[src/rtl/adc_seq_pkg.sv]
package adc_seq_pkg;
  typedef enum logic [1:0] {
    A_CTRL  = 2'd0,
    A_CHAN  = 2'd1,
    A_RESLO = 2'd2,
    A_STAT  = 2'd3
  } reg_addr_e;
  localparam int CTRL_CONT = 0;
  localparam int CTRL_EXT  = 1;
  localparam int CTRL_BUSY = 2;
  localparam int CTRL_CHAN = 4;
  localparam int STAT_IRQ  = 0;
endpackage

[src/rtl/adc_trig_sampler.sv]
module adc_trig_sampler (
  input  logic clk,
  input  logic rst_n,
  input  logic tick,
  input  logic pin,
  output logic fall_o,
  output logic low_o
);
  logic have_q, cur_q, fall_q;

  always_ff @(posedge clk) begin
    if (!rst_n) begin
      have_q <= 1'b0;
      cur_q  <= 1'b1;
      fall_q <= 1'b0;
    end else begin
      fall_q <= 1'b0;
      if (tick) begin
        have_q <= 1'b1;
        cur_q  <= pin;
        fall_q <= have_q & cur_q & ~pin;
      end
    end
  end

  assign fall_o = fall_q;
  assign low_o  = have_q & ~cur_q;


  fall_on_tick_chk: assert property (@(posedge clk) disable iff (!rst_n)
    fall_o |-> $past(tick));
endmodule

[src/rtl/adc_seq_ctrl.sv]
module adc_seq_ctrl #(
  parameter int CH_W = 3
) (
  input  logic            clk,
  input  logic            rst_n,
  input  logic            cont,
  input  logic            ext_en,
  input  logic            sw_go,
  input  logic            fall,
  input  logic            low,
  input  logic [CH_W-1:0] chan,
  input  logic            eng_done,
  output logic            busy_o,
  output logic            done_ok_o,
  output logic            eng_start_o,
  output logic [CH_W-1:0] eng_chan_o
);
  logic busy_q, ever_q, start_q;
  logic [CH_W-1:0] chan_q;
  logic ext_req, done_ok, start;

  assign ext_req = ext_en & ((cont & ever_q) ? low : fall);
  assign done_ok = eng_done & busy_q;
  assign start   = (~busy_q & (sw_go | ext_req)) |
                   (done_ok & cont & (~ext_en | low));

  always_ff @(posedge clk) begin
    if (!rst_n) begin
      busy_q  <= 1'b0;
      ever_q  <= 1'b0;
      start_q <= 1'b0;
      chan_q  <= '0;
    end else begin
      busy_q  <= start | (busy_q & ~eng_done);
      start_q <= start;
      if (start) begin
        ever_q <= 1'b1;
        chan_q <= chan;
      end
    end
  end

  assign busy_o      = busy_q;
  assign done_ok_o   = done_ok;
  assign eng_start_o = start_q;
  assign eng_chan_o  = chan_q;


  start_idle_chk: assert property (@(posedge clk) disable iff (!rst_n)
    eng_start_o |-> $past(!busy_q || eng_done));

  chan_hold_chk: assert property (@(posedge clk) disable iff (!rst_n)
    (busy_q && !eng_start_o) |-> $stable(eng_chan_o));
endmodule

[src/rtl/adc_seq_regs.sv]
module adc_seq_regs
  import adc_seq_pkg::*;
#(
  parameter int CH_W  = 3,
  parameter int RES_W = 10
) (
  input  logic             clk,
  input  logic             rst_n,
  input  logic             reg_wr,
  input  logic [1:0]       reg_addr,
  input  logic [7:0]       reg_wdata,
  output logic [7:0]       reg_rdata,
  input  logic             busy,
  input  logic             done_ok,
  input  logic [RES_W-1:0] eng_result,
  output logic             cont_o,
  output logic             ext_o,
  output logic [CH_W-1:0]  chan_o,
  output logic             sw_go_o,
  output logic             irq_o
);
  localparam int HI_W = RES_W - 8;

  logic cont_q, ext_q, irq_q;
  logic [CH_W-1:0]  chan_q;
  logic [RES_W-1:0] res_q;
  logic wr_ctrl, wr_chan, wr_lo, wr_stat, irq_clr;

  assign wr_ctrl = reg_wr && (reg_addr == A_CTRL);
  assign wr_chan = reg_wr && (reg_addr == A_CHAN);
  assign wr_lo   = reg_wr && (reg_addr == A_RESLO);
  assign wr_stat = reg_wr && (reg_addr == A_STAT);
  assign irq_clr = wr_stat && !reg_wdata[STAT_IRQ];

  always_ff @(posedge clk) begin
    if (!rst_n) begin
      cont_q <= 1'b0;
      ext_q  <= 1'b0;
      irq_q  <= 1'b0;
      chan_q <= '0;
      res_q  <= '0;
    end else begin
      if (wr_ctrl) begin
        cont_q <= reg_wdata[CTRL_CONT];
        ext_q  <= reg_wdata[CTRL_EXT];
        chan_q <= reg_wdata[CTRL_CHAN +: CH_W];
      end else if (wr_chan) begin
        chan_q <= reg_wdata[CH_W-1:0];
      end
      irq_q <= done_ok | (irq_q & ~irq_clr);
      if (done_ok) res_q <= eng_result;
    end
  end

  always_comb begin
    reg_rdata = '0;
    case (reg_addr)
      A_CTRL: begin
        reg_rdata[CTRL_CONT] = cont_q;
        reg_rdata[CTRL_EXT]  = ext_q;
        reg_rdata[CTRL_BUSY] = busy;
        reg_rdata[CTRL_CHAN +: CH_W] = chan_q;
      end
      A_CHAN:  reg_rdata[CH_W-1:0] = chan_q;
      A_RESLO: reg_rdata = res_q[7:0];
      default: begin
        reg_rdata[STAT_IRQ] = irq_q;
        reg_rdata[7 -: HI_W] = res_q[RES_W-1:8];
      end
    endcase
  end

  assign cont_o  = cont_q;
  assign ext_o   = ext_q;
  assign chan_o  = chan_q;
  assign sw_go_o = wr_lo & ~ext_q;
  assign irq_o   = irq_q;


  irq_set_chk: assert property (@(posedge clk) disable iff (!rst_n)
    done_ok |=> irq_o);

  chan_alias_chk: assert property (@(posedge clk) disable iff (!rst_n)
    wr_chan |=> (chan_o == $past(reg_wdata[CH_W-1:0])));
endmodule

[src/rtl/adc_trig_seq.sv]
module adc_trig_seq #(
  parameter int CH_W  = 3,
  parameter int RES_W = 10
) (
  input  logic             clk,
  input  logic             rst_n,
  input  logic             mc_tick,
  input  logic             trig_pin,
  input  logic             reg_wr,
  input  logic [1:0]       reg_addr,
  input  logic [7:0]       reg_wdata,
  output logic [7:0]       reg_rdata,
  output logic             irq,
  output logic             eng_start,
  output logic [CH_W-1:0]  eng_chan,
  input  logic             eng_done,
  input  logic [RES_W-1:0] eng_result
);
  logic fall, low, busy, done_ok, cont, ext_en, sw_go;
  logic [CH_W-1:0] chan;

  adc_trig_sampler u_samp (
    .clk(clk), .rst_n(rst_n), .tick(mc_tick), .pin(trig_pin),
    .fall_o(fall), .low_o(low)
  );

  adc_seq_ctrl #(.CH_W(CH_W)) u_ctrl (
    .clk(clk), .rst_n(rst_n), .cont(cont), .ext_en(ext_en), .sw_go(sw_go),
    .fall(fall), .low(low), .chan(chan), .eng_done(eng_done),
    .busy_o(busy), .done_ok_o(done_ok), .eng_start_o(eng_start),
    .eng_chan_o(eng_chan)
  );

  adc_seq_regs #(.CH_W(CH_W), .RES_W(RES_W)) u_regs (
    .clk(clk), .rst_n(rst_n), .reg_wr(reg_wr), .reg_addr(reg_addr),
    .reg_wdata(reg_wdata), .reg_rdata(reg_rdata), .busy(busy),
    .done_ok(done_ok), .eng_result(eng_result), .cont_o(cont),
    .ext_o(ext_en), .chan_o(chan), .sw_go_o(sw_go), .irq_o(irq)
  );
endmodule

[config.mk]
export PLATFORM = sky130hd
export DESIGN_NAME = adc_trig_seq
export DESIGN_NICKNAME = d
export VERILOG_FILES = /design/src/rtl/adc_seq_pkg.sv /design/src/rtl/adc_trig_sampler.sv /design/src/rtl/adc_seq_ctrl.sv /design/src/rtl/adc_seq_regs.sv /design/src/rtl/adc_trig_seq.sv
export SDC_FILE = /design/constraint.sdc
export NUM_CORES = 1
export LEC_CHECK = 0
export BUFFER_PORTS_ARGS = -buffer_cell sky130_fd_sc_hd__buf_4
export CAP_MARGIN = 25
export CORE_UTILIZATION = 52
export DETAILED_ROUTE_END_ITERATION = 10
export PLACE_DENSITY = 0.82
export REMOVE_ABC_BUFFERS = 1
export SLEW_MARGIN = 30
export SYNTH_ARGS = -nofsm -noshare
export SYNTH_HDL_FRONTEND = slang
export SYNTH_SLANG_ARGS = --single-unit
[constraint.sdc]
create_clock -name clk -period 4.35 [get_ports clk]
set_clock_uncertainty 0.1 [all_clocks]
set_input_delay 0.87 -clock clk [delete_from_list [all_inputs] [get_ports clk]]
set_output_delay 0.87 -clock clk [all_outputs]
set_load 0.005 [all_outputs]
==> results of run 1 <==
## worst paths after layout
| check | from | end | slack (ns) | cells after the start |
|---|---|---|---|---|
| worst max register to register | u_regs.ext_o$_SDFFE_PN0P_ | u_ctrl.eng_chan_o[1]$_SDFFE_PN0P_ | 2.76 | 4 |
| worst min-delay path | u_regs.res_q[9]$_SDFFE_PN0P_ | u_regs.res_q[9]$_SDFFE_PN0P_ | 0.38 | 2 |
| worst max-delay path | reg_addr[1] | reg_rdata[0] | 1.66 | 3 |
| worst min register to register | u_regs.res_q[9]$_SDFFE_PN0P_ | u_regs.res_q[9]$_SDFFE_PN0P_ | 0.38 | 2 |
## sequential cells by signal, summed over array words and instances (netlist names)
name	flops
u_ctrl.busy_o	1
u_regs.ext_o	1
u_samp.fall_o	1
u_regs.irq_o	1
u_samp.have_q	1
u_samp.cur_q	1
u_ctrl.ever_q	1
u_regs.cont_o	1
u_regs.chan_o	3
u_ctrl.eng_chan_o	3
u_regs.res_q	10
u_ctrl.eng_start_o	1
## kinds of logic (layout without fill, tap and decap cells)
family	Yosys count	count (layout)	share of synthesized area
mux	16	16	0.148
flops	25	25	0.429
simple gates	54	54	0.222
compound gates	24	24	0.166
buf+inv	9	42	0.0343
## per-stage QoR
| step | power [mW] | utilization | worst slack (ns) | instances | hold slack, ns |
|---|---|---|---|---|---|
| final | 0.402 | 0.718 | 1.66 | 188 | 0.377 |
| after global routing | 0.424 | 0.718 | 1.63 | 188 | 0.394 |
| after CTS | 0.406 | 0.718 | 1.66 | 188 | 0.379 |
| after detailed placement | 0.304 | 0.704 | 1.66 | 184 | 0.359 |
| after global placement | 0.302 | 0.704 | 1.65 | 184 | 0.346 |
| after floorplan | 0.270 | - | 2.03 | 121 | 0.337 |
## placed cells by master (no fill, tap or decap), types with 2 or more instances in the layout
cell      count
mux2i_1      15
nand2_1      33
nand4b_1      3
nor2_1        4
o21ai_0       4
a21boi_0     12
clkbuf_4      3
buf_4        36
nand2b_1      2
o211a_1       3
a21oi_1       2
dfxtp_1      25
nor2b_1       7
inv_1         2
## critical path: cells and delay by family
family | cells | cell delay [ns]
multiplexers | 1 | 0.51
buffers and inverters | 2 | 0.34
## synthesized netlist by cell type, drive strengths merged
cell	count
and3b	1
nand3	1
and4b	1
a21bo	1
nor2b	7
a21oi	2
nor2	4
and2	1
o211a	3
o21a	1
dfxtp	25
clkbuf	4
inv	2
nand2	33
mux2i	15
buf	3
o21ai	4
and2b	1
mux4	1
nand2b	2
a21boi	12
a311oi	1
nand4b	3
## final cells by class
cell class | count | area share
timing repair buffer | 36 | 0.184
clock inverter | 1 | 0.00342
multi-input combinational | 94 | 0.427
inverter | 2 | 0.00512
sequential | 25 | 0.342
tap | 27 | 0.0231
clock buffer | 3 | 0.0154
## report_power, final
group | total, mW | switching, mW | internal, mW | leakage (nW)
Combinational | 0.0557 | 0.0237 | 0.0321 | 0.426
Sequential | 0.243 | 0.00654 | 0.236 | 0.203
Clock | 0.103 | 0.0690 | 0.0344 | 0.0177
Total | 0.402 | 0.0992 | 0.303 | 0.647
## metal layers
metal / track usage / vias up / wire length [microns]
li1: - / 502 / -
met1: 0.291 / 457 / 1110
met2: 0.349 / 29 / 1190
met3: 0.0280 / 4 / 77
met4: 0.0931 / 0 / 29
met5: 0 / - / 0
==> summary.txt, run 1 <==
Clock tree
  – Hold Buf Count CTS: 0
  – CTS resizes: 0
  – Root Buffer: clkbuf_4
  – Postcts setup bufs: 0
  – CTS tree: built
  – Clock buffer depth: 2
  – Clk sinks: 25
  – CTS buffer count: 3
  – Clk_lat worst skew: 0.31 ns
  – Htree depth: 1
  – Clock transition at the registers of the reported paths: 0.13 ns

Floorplanning
  – Core Rows: 16
  – Initial Util: 0.571
  – Die area: 2440 sq um
  – Die height: 49.4 microns
  – Area of the core: 2040 sq um
  – I/O pin cnt: 39
  – Die extent in x: 49.4 microns

Timing
  – Sum Neg Setup Slack: 0 ns
  – RSZ-0062 raised after global routing: no
  – Final Hold Fails: 0
  – Slew @ Worst Pin: 0.487 ns
  – Period utilization: 0.619
  – Fin crit period: 2.69 ns
  – Fmax: 372 MHz
  – Fin. max-slew vios: 0
  – Slew HR: 0.675
  – Setup violators final: 0

Critical path
  – CP Cell Sequence: buf_4 -> mux4_2 -> buf_4
  – Worst EP required: 3.38 ns
  – Crit path launch type: input port
  – Worst path most repeated cell: buf_4
  – CP endpoint kind: output port
  – Critical Path AT: 1.72 ns
  – CP max stage cell: mux4_2
  – Critical Path Max Stage Delay: 0.51 ns
  – Critical path class: in2out
  – Critical path peak fanout: 13

Place
  – Post-DP HPWL: 1710 microns
  – Port buffer count: 36
  – Placed instance area: 1440 sq um
  – RD Place Congestion: 0.809

Global route
  – Initial antenna violation count: 0
  – Total grt overflow: 0
  – First-pass GRT wire length: 4040 microns
  – Tot GR Track Use: 0.218
  – Vias in the first global route: 906
  – Largest net degree at the start of global routing: 29

Logic synthesis
  – Yosys reg bits: 25
  – Post-synth top area cell: dfxtp_1
  – Register area share after synthesis: 0.429
  – Syn avg cell area: 9.11 sq um
  – Mapped Cells: 128
  – Largest cells by area after synthesis: dfxtp_1 43%, mux2i_1 13%, nand2_1 11%
  – Yosys Warn Count: 0
  – Synth top area share: 0.429
  – Yosys cell types: 24
  – Synthesized area: 1170 sq um

Detailed routing
  – Drt first pass iters: 4
  – Total Wirelength: 2410 microns
  – Wirelength per Cell: 12.8 microns
  – DR vias: 992
  – Iter 0 DRT Violations: 13
  – DRC Markers: 0
  – Routed Antenna Nets: 0
  – Via-per-instance ratio: 5.28

Cells and area
  – Fin area: 1470 sq um
  – Area occupied by multi-input gates: 626 sq um
  – Area Overhead vs Synth: 25.6%
  – Fillers: 164
  – # nets final: 188
  – Share of layout cells above drive strength 1: 0.267
  – Diode count: 0
  – Register Area: 500 sq um

Power
  – Total leakage power: 0.647 nW
  – Max VDD drop: 0.000211 V
  – Pwr dens: 274 nW/um^2

Flow run
  – Max-Cap Viols: 0

Status
  – Status: finished, final reports clean

Min path
  – Hold Path Class: reg2reg
(Power assumes the default switching activity.)
==> run 2, diff against run 1 <==
--- a/config.mk
+++ b/config.mk
@@ -7,9 +7,9 @@
 export LEC_CHECK = 0
 export BUFFER_PORTS_ARGS = -buffer_cell sky130_fd_sc_hd__buf_4
 export CAP_MARGIN = 25
-export CORE_UTILIZATION = 52
+export CORE_UTILIZATION = 49
 export DETAILED_ROUTE_END_ITERATION = 10
-export PLACE_DENSITY = 0.82
+export PLACE_DENSITY = 0.78
 export REMOVE_ABC_BUFFERS = 1
 export SLEW_MARGIN = 30
 export SYNTH_ARGS = -nofsm -noshare
==> constraint.sdc (replaced) <==
create_clock -name clk -period 2.8 [get_ports clk]
set_clock_uncertainty 0.1 [all_clocks]
set_input_delay 0.56 -clock clk [delete_from_list [all_inputs] [get_ports clk]]
set_output_delay 0.56 -clock clk [all_outputs]
set_load 0.005 [all_outputs]
==> run 2 against run 1 <==
  * Wire length fell by 5.1%
  * Setup slack got worse by 0.94 ns
  * Design area barely moved
  * Worst hold slack got worse by 0.026 ns
  * Cell count rose by 0.53%
  * Combinational power rose by 53%
  * Power rose by 55%
  * Non-clock buffer count did not move
  * Sequential share of layout area barely moved
  * Die area rose by 5.9%
  * Global-route usage fell by 2.1 points
  * Critical path depth did not move
  * Critical endpoint unchanged
==> summary.txt, run 2 (synthesis results as in run 1) <==
Timing
  – Final hold slack: 0.351 ns (was 0.377 ns)
  – Fmax: 481 MHz
  – Setup violators final: 0 (unchanged)
  – Slew HR: 0.660 (was 0.675)
  – Period utilization: 0.742
  – RSZ-0062 raised after global routing: no (unchanged)
  – Fin crit period: 2.08 ns
  – Fin. max-slew vios: 0 (unchanged)
  – Sum Neg Setup Slack: 0 ns (unchanged)
  – Final Hold Fails: 0 (unchanged)
  – Slew @ Worst Pin: 0.511 ns (was 0.487 ns)

Min path
  – Hold Path End: u_samp.have_q$_SDFFE_PN0P_ (was u_regs.res_q[9]$_SDFFE_PN0P_)
  – Hold Path Class: in2reg (was reg2reg)
  – Worst Min Path Start: mc_tick (was u_regs.res_q[9]$_SDFFE_PN0P_)
  – Hold Crit Depth: 2 (unchanged)

Critical path
  – Worst EP required: 2.14 ns (was 3.38 ns)
  – CP Cell Sequence: buf_4 -> mux4_2 -> buf_4 (unchanged)
  – Flop2flop setup slack: 1.25 ns (was 2.76 ns)
  – CP max stage cell: mux4_2 (unchanged)
  – Reg2Reg Capture Point: u_ctrl.eng_chan_o[2]$_SDFFE_PN0P_ (was u_ctrl.eng_chan_o[1]$_SDFFE_PN0P_)
  – Reg2reg start: u_ctrl.busy_o$_SDFF_PN0_ (was u_regs.ext_o$_SDFFE_PN0P_)
  – Worst path most repeated cell: buf_4 (unchanged)
  – Critical Path Max Stage Delay: 0.52 ns (was 0.51 ns)
  – Critical path class: in2out (unchanged)
  – R2r worst-path depth: 3 (was 4)
  – CP endpoint kind: output port (unchanged)
  – Crit path launch type: input port (unchanged)
  – Critical path peak fanout: 13 (unchanged)
  – Critical Path AT: 1.42 ns (was 1.72 ns)

Detailed routing
  – Met1 WL: 1050 microns (was 1110 microns)
  – Drt first pass iters: 4 (unchanged)
  – Met2 wire length: 1140 microns (was 1190 microns)
  – DRC Markers: 0 (unchanged)
  – Wirelength per Cell: 12.1 microns (was 12.8 microns)
  – Via-per-instance ratio: 5.25 (was 5.28)
  – Total Wirelength: 2280 microns (was 2410 microns)
  – WL met3: 75 microns (was 77 microns)
  – Iter 0 DRT Violations: 14 (was 13)
  – Routed Antenna Nets: 0 (unchanged)
  – Top sig layer: met4 (unchanged)
  – DR vias: 992 (unchanged)

Cells and area
  – Share of layout cells above drive strength 1: 0.267 (unchanged)
  – Register name with the most flops: u_regs.res_q (unchanged)
  – Area Overhead vs Synth: 25.8% (was 25.6%)
  – Fin area: 1470 sq um (about the same)
  – Leading cell types in the layout, fill and taps excluded: 36 x buf_4, 33 x nand2_1, 25 x dfxtp_1, 15 x mux2i_1, 12 x a21boi_0 (unchanged)
  – # nets final: 188 (unchanged)
  – Final design utilization: 0.657 (was 0.718)
  – Largest register FFs: 10 (unchanged)
  – Commonest non-fill, non-tap cell in the layout: buf_4 (unchanged)
  – Diode count: 0 (unchanged)

Clock tree
  – Htree depth: 1 (unchanged)
  – Root Buffer: clkbuf_4 (unchanged)
  – CTS resizes: 0 (unchanged)
  – Clock transition at the registers of the reported paths: 0.14 ns (was 0.13 ns)
  – Clk sinks: 25 (unchanged)
  – Clk_lat worst skew: 0.31 ns (about the same)
  – Clock buffer depth: 2 (unchanged)
  – CTS tree: built (unchanged)
  – Hold Buf Count CTS: 0 (unchanged)
  – Postcts setup bufs: 0 (unchanged)
  – CTS buffer count: 3 (unchanged)

Global route
  – Vias in the first global route: 916 (was 906)
  – Initial antenna violation count: 0 (unchanged)
  – Tot GR Track Use: 0.197 (was 0.218)
  – Total grt overflow: 0 (unchanged)
  – Largest net degree at the start of global routing: 29 (unchanged)
  – First-pass GRT wire length: 3820 microns (was 4040 microns)

Floorplanning
  – Die height: 50.8 microns (was 49.4 microns)
  – Core Rows: 17 (was 16)
  – Die extent in x: 50.8 microns (was 49.4 microns)
  – Area of the core: 2230 sq um (was 2040 sq um)
  – Die area: 2580 sq um (was 2440 sq um)
  – Initial Util: 0.522 (was 0.571)
  – I/O pin cnt: 39 (unchanged)

Power
  – Pwr dens: 426 nW/um^2 (was 274 nW/um^2)
  – Pwr Total: 0.625 mW (was 0.402 mW)
  – Total leakage power: 0.647 nW (unchanged)
  – Max VDD drop: 0.000248 V (was 0.000211 V)

Status
  – Status: finished, final reports clean (unchanged)

Place
  – Port buffer count: 36 (unchanged)
  – Post-DP HPWL: 1600 microns (was 1710 microns)
  – Placed instance area: 1440 sq um (about the same)
  – RD Place Congestion: 0.731 (was 0.809)

Flow run
  – Max-Cap Viols: 0 (unchanged)
==> run 2: worst max path at each step <==
stage,from,to,slack [ns],cells past startpoint
2_1_floorplan,reg_addr[1],reg_rdata[0],1.10,1
3_3_place_gp,reg_addr[1],reg_rdata[0],0.73,3
3_5_place_dp,reg_addr[1],reg_rdata[0],0.72,3
4_1_cts,reg_addr[1],reg_rdata[0],0.72,3
5_1_grt,reg_addr[1],reg_rdata[0],0.69,3
6_report,reg_addr[1],reg_rdata[0],0.72,3
==> run 2: worst max-delay path: cells and delay by family <==
family	cells	cell delay (ns)
mux	1	0.52
buf+inv	2	0.34
==> run 2: metal layers <==
metal,vias up,GRT usage
met5,-,0
met4,0,0.0694
met3,4,0.0273
met2,23,0.362
met1,464,0.228
li1,501,-
==> run 2: where the power goes <==
group          total, mW  switching (mW)  internal, mW  leakage, nW
clock network      0.162           0.109        0.0534       0.0177
registers          0.377         0.00972         0.367        0.203
logic             0.0853          0.0356        0.0497        0.426
total              0.625           0.154         0.471        0.647
==> run 2: stage by stage <==
step,std cells,worst slack [ns]
6_report,189,0.723
4_1_cts,189,0.721
5_1_grt,189,0.692
3_3_place_gp,185,0.728
3_5_place_dp,185,0.722
2_1_floorplan,121,1.10
==> run 2: layout make-up <==
cell class | count | area (sq um)
clock buffers | 3 | 22.5
clock inverters | 1 | 5.00
fillers | 208 | 767
inverters | 2 | 7.51
multi-input cells | 94 | 626
flip-flops and latches | 25 | 500
well taps | 28 | 35.0
repair buffers | 36 | 270
==> run 3, diff against run 2 <==
--- a/config.mk
+++ b/config.mk
@@ -5,11 +5,12 @@
 export SDC_FILE = /design/constraint.sdc
 export NUM_CORES = 1
 export LEC_CHECK = 0
+export ABC_AREA = 1
 export BUFFER_PORTS_ARGS = -buffer_cell sky130_fd_sc_hd__buf_4
 export CAP_MARGIN = 25
-export CORE_UTILIZATION = 49
+export CORE_UTILIZATION = 48
 export DETAILED_ROUTE_END_ITERATION = 10
-export PLACE_DENSITY = 0.78
+export PLACE_DENSITY = 0.77
 export REMOVE_ABC_BUFFERS = 1
 export SLEW_MARGIN = 30
 export SYNTH_ARGS = -nofsm -noshare
==> constraint.sdc (replaced) <==
create_clock -name clk -period 2.2 [get_ports clk]
set_clock_uncertainty 0.1 [all_clocks]
set_input_delay 0.44 -clock clk [delete_from_list [all_inputs] [get_ports clk]]
set_output_delay 0.44 -clock clk [all_outputs]
set_load 0.005 [all_outputs]
==> run 3 against run 2 <==
  * Clock power grew 30%
  * Critical endpoint unchanged
  * Highest routed layer unchanged
  * Largest power group unchanged
  * Largest cell class unchanged
  * Count of clock-buffer cells in the layout grew 1
  * Flip-flop and latch count is the same
==> summary.txt, run 3 <==
Status
  – Status: finished, final reports clean (unchanged)

Flow run
  – Max-Cap Viols: 0 (unchanged)

Timing
  – RSZ-0062 raised after global routing: no (unchanged)
  – Slew @ Worst Pin: 0.350 ns (was 0.511 ns)
  – Setup ws final: 0.441 ns (was 0.723 ns)
  – Sum Neg Setup Slack: 0 ns (unchanged)
  – Period utilization: 0.800
  – Setup violators final: 0 (unchanged)
  – Fin crit period: 1.76 ns
  – Slew HR: 0.766 (was 0.660)
  – Final hold slack: 0.191 ns (was 0.351 ns)
  – Fin. max-slew vios: 0 (unchanged)
  – Fmax: 568 MHz
  – Final Hold Fails: 0 (unchanged)

Floorplanning
  – Die height: 50.0 microns (was 50.8 microns)
  – Die extent in x: 50.0 microns (was 50.8 microns)
  – Core Rows: 17 (unchanged)
  – I/O pin cnt: 39 (unchanged)
  – Area of the core: 2190 sq um (was 2230 sq um)
  – Initial Util: 0.504 (was 0.522)
  – Die area: 2500 sq um (was 2580 sq um)

Power
  – Switch Pwr: 0.216 mW (was 0.154 mW)
  – Seq pwr share: 0.592 (was 0.604)
  – Pwr dens: 580 nW/um^2 (was 426 nW/um^2)
  – Max VDD drop: 0.000408 V (was 0.000248 V)
  – Internal Power: 0.608 mW (was 0.471 mW)
  – Part of the power in the clock network: 0.254 (was 0.260)
  – Switching portion of total power: 0.262 (was 0.247)
  – Comb power frac: 0.153 (was 0.137)
  – Total leakage power: 0.682 nW (was 0.647 nW)
  – Pwr Total: 0.824 mW (was 0.625 mW)

Critical path
  – Crit path launch type: input port (unchanged)
  – Critical path class: in2out (unchanged)
  – Critical path peak fanout: 9 (was 13)
  – CP endpoint kind: output port (unchanged)
  – Critical Path Max Stage Delay: 0.21 ns (was 0.52 ns)
  – Reg2Reg Capture Point: u_ctrl.eng_chan_o[1]$_SDFFE_PN0P_ (was u_ctrl.eng_chan_o[2]$_SDFFE_PN0P_)
  – CP Cell Sequence: buf_4 -> nor2_2 -> inv_2 -> o2111ai_1 -> buf_4 (was buf_4 -> mux4_2 -> buf_4)
  – Flop2flop setup slack: 0.73 ns (was 1.25 ns)
  – R2r worst-path depth: 6 (was 3)
  – Reg2reg start: u_ctrl.busy_o$_SDFF_PN0_ (unchanged)
  – Worst EP required: 1.66 ns (was 2.14 ns)
  – CP max stage cell: nor2_2 (was mux4_2)
  – Critical Path AT: 1.22 ns (was 1.42 ns)
  – Worst path most repeated cell: buf_4 (unchanged)

Detailed routing
  – Iter 0 DRT Violations: 19 (was 14)
  – Routed Antenna Nets: 0 (unchanged)
  – Via-per-instance ratio: 5.02 (was 5.25)
  – Total Wirelength: 2540 microns (was 2280 microns)
  – Wirelength per Cell: 11.4 microns (was 12.1 microns)
  – Drt first pass iters: 5 (was 4)
  – DR vias: 1114 (was 992)
  – DRC Markers: 0 (unchanged)

Clock tree
  – Htree depth: 1 (unchanged)
  – Clk_lat worst skew: 0.32 ns (was 0.31 ns)
  – Postcts setup bufs: 0 (unchanged)
  – CTS tree: built (unchanged)
  – Clock transition at the registers of the reported paths: 0.13 ns (was 0.14 ns)
  – Root Buffer: clkbuf_4 (unchanged)
  – CTS resizes: 0 (unchanged)
  – Hold Buf Count CTS: 0 (unchanged)
  – Clock buffer depth: 2 (unchanged)
  – CTS buffer count: 3 (unchanged)
  – Clk sinks: 25 (unchanged)

Min path
  – Hold Path Class: in2reg (unchanged)
  – Worst Min Path Start: eng_done (was mc_tick)
  – Hold Path End: u_ctrl.busy_o$_SDFF_PN0_ (was u_samp.have_q$_SDFFE_PN0P_)
  – Hold Crit Depth: 2 (unchanged)

Cells and area
  – Register name with the most flops: u_regs.res_q (unchanged)
  – Fillers: 195 (was 208)
  – Area occupied by multi-input gates: 507 sq um (was 626 sq um)
  – Cell Count, Final, Fillers Out: 222 (was 189)
  – Fin area: 1420 sq um (was 1470 sq um)
  – Share of layout cells above drive strength 1: 0.263 (was 0.267)
  – Largest register FFs: 10 (unchanged)
  – Commonest non-fill, non-tap cell in the layout: buf_4 (unchanged)
  – Diode count: 0 (unchanged)
  – Register Area: 500 sq um (unchanged)
  – Area Overhead vs Synth: 28.7% (was 25.8%)
  – Leading cell types in the layout, fill and taps excluded: 37 x buf_4, 34 x nand2_1, 25 x dfxtp_1, 23 x nor2_1 (was 36 x buf_4, 33 x nand2_1, 25 x dfxtp_1, 15 x mux2i_1, 12 x a21boi_0)
  – # nets final: 221 (was 188)
  – Final design utilization: 0.649 (was 0.657)

Logic synthesis
  – Post-synth EDFFs: 0 (unchanged)
  – Yosys reg bits: 25 (unchanged)
  – Synth Area in Compound Gates: 0.174 (was 0.166)
  – Register area share after synthesis: 0.453 (was 0.429)
  – Post-synth top area cell: dfxtp_1 (unchanged)
  – Most numerous cell in the Yosys netlist: nand2_1 (unchanged)
  – Synth top area share: 0.453 (was 0.429)
  – Simple-Gate Fraction of Synth Area: 0.284 (was 0.222)
  – Mux contribution to synthesized area: 0 (was 0.148)
  – Mapped Cells: 158 (was 128)
  – Synthesized area: 1100 sq um (was 1170 sq um)
  – Yosys Warn Count: 0 (unchanged)
  – Most frequent cells after synthesis: 34 x nand2_1, 25 x dfxtp_1, 23 x nor2_1 (was 33 x nand2_1, 25 x dfxtp_1, 15 x mux2i_1)
  – FFs w/ async S/R, synth: 0 (unchanged)
  – Yosys cell types: 23 (was 24)
  – Largest family of logic cells by synthesized area: simple AND/OR/NAND/NOR gates (unchanged)
  – Adder-cell share of the synthesized area: 0 (unchanged)
  – Synth Area in XOR/XNOR: 0 (unchanged)
  – Main flop type after synthesis: dfxtp_1 (unchanged)
  – Syn avg cell area: 6.99 sq um (was 9.11 sq um)
  – Largest cells by area after synthesis: dfxtp_1 45%, nand2_1 12%, nor2_1 7.8% (was dfxtp_1 43%, mux2i_1 13%, nand2_1 11%)

Place
  – Post-Place Worst Slack: 0.455 ns (was 0.722 ns)
  – Port buffer count: 36 (unchanged)
  – Total placed cells including tap cells: 218 (was 185)
  – Placed instance area: 1400 sq um (was 1440 sq um)
  – Post-DP HPWL: 1880 microns (was 1600 microns)
  – RD Place Congestion: 0.761 (was 0.731)

Global route
  – Initial antenna violation count: 0 (unchanged)
  – Total grt overflow: 0 (unchanged)
  – Vias in the first global route: 981 (was 916)
  – Largest net degree at the start of global routing: 24 (was 29)
  – Tot GR Track Use: 0.223 (was 0.197)
  – First-pass GRT wire length: 4160 microns (was 3820 microns)
==> run 3: area by class of cell <==
cell class / count / share of cell area
multi-input cells: 108 / 0.357
flip-flops and latches: 25 / 0.352
repair buffers: 37 / 0.195
inverters: 20 / 0.0528
well taps: 28 / 0.0246
clock buffers: 4 / 0.0185
==> run 3: layer usage <==
metal	part of all wire	global-route usage	vias to the layer above
met5	0	0	-
met1	0.45	0.256	497
met2	0.49	0.399	34
li1	-	-	578
met3	0.043	0.0370	5
met4	0.017	0.100	0
==> run 3: how the worst max path moves through the flow <==
| stage | start | end | depth (start not counted) |
|---|---|---|---|
| 2_1_floorplan | eng_done | u_ctrl.eng_chan_o[0]$_SDFFE_PN0P_ | 5 |
| 5_1_grt | reg_addr[0] | reg_rdata[0] | 5 |
| 4_1_cts | reg_addr[0] | reg_rdata[0] | 5 |
| 6_report | reg_addr[0] | reg_rdata[0] | 5 |
| 3_5_place_dp | reg_addr[0] | reg_rdata[2] | 5 |
| 3_3_place_gp | reg_addr[0] | reg_rdata[0] | 5 |
==> run 3: critical path, delay by kind of cell <==
kind                   cells  cell delay [ns]
buffers and inverters      3             0.38
AO/OA/AOI/OAI              1             0.19
AND/OR/NAND/NOR            1             0.21
==> run 3: cell families (layout without fill, tap and decap cells) <==
kind of cell,count (synthesis),after routing
simple gates,74,74
compound gates,34,34
flops,25,25
buf+inv,25,61
==> run 3: power by group through the flow <==
stage,registers (mW),clock network [mW],logic (mW)
after floorplan,0.494,0,0.0589
after global placement,0.497,0,0.122
after detailed placement,0.498,0,0.126
after CTS,0.488,0.217,0.127
after global routing,0.491,0.225,0.142
final,0.488,0.210,0.126
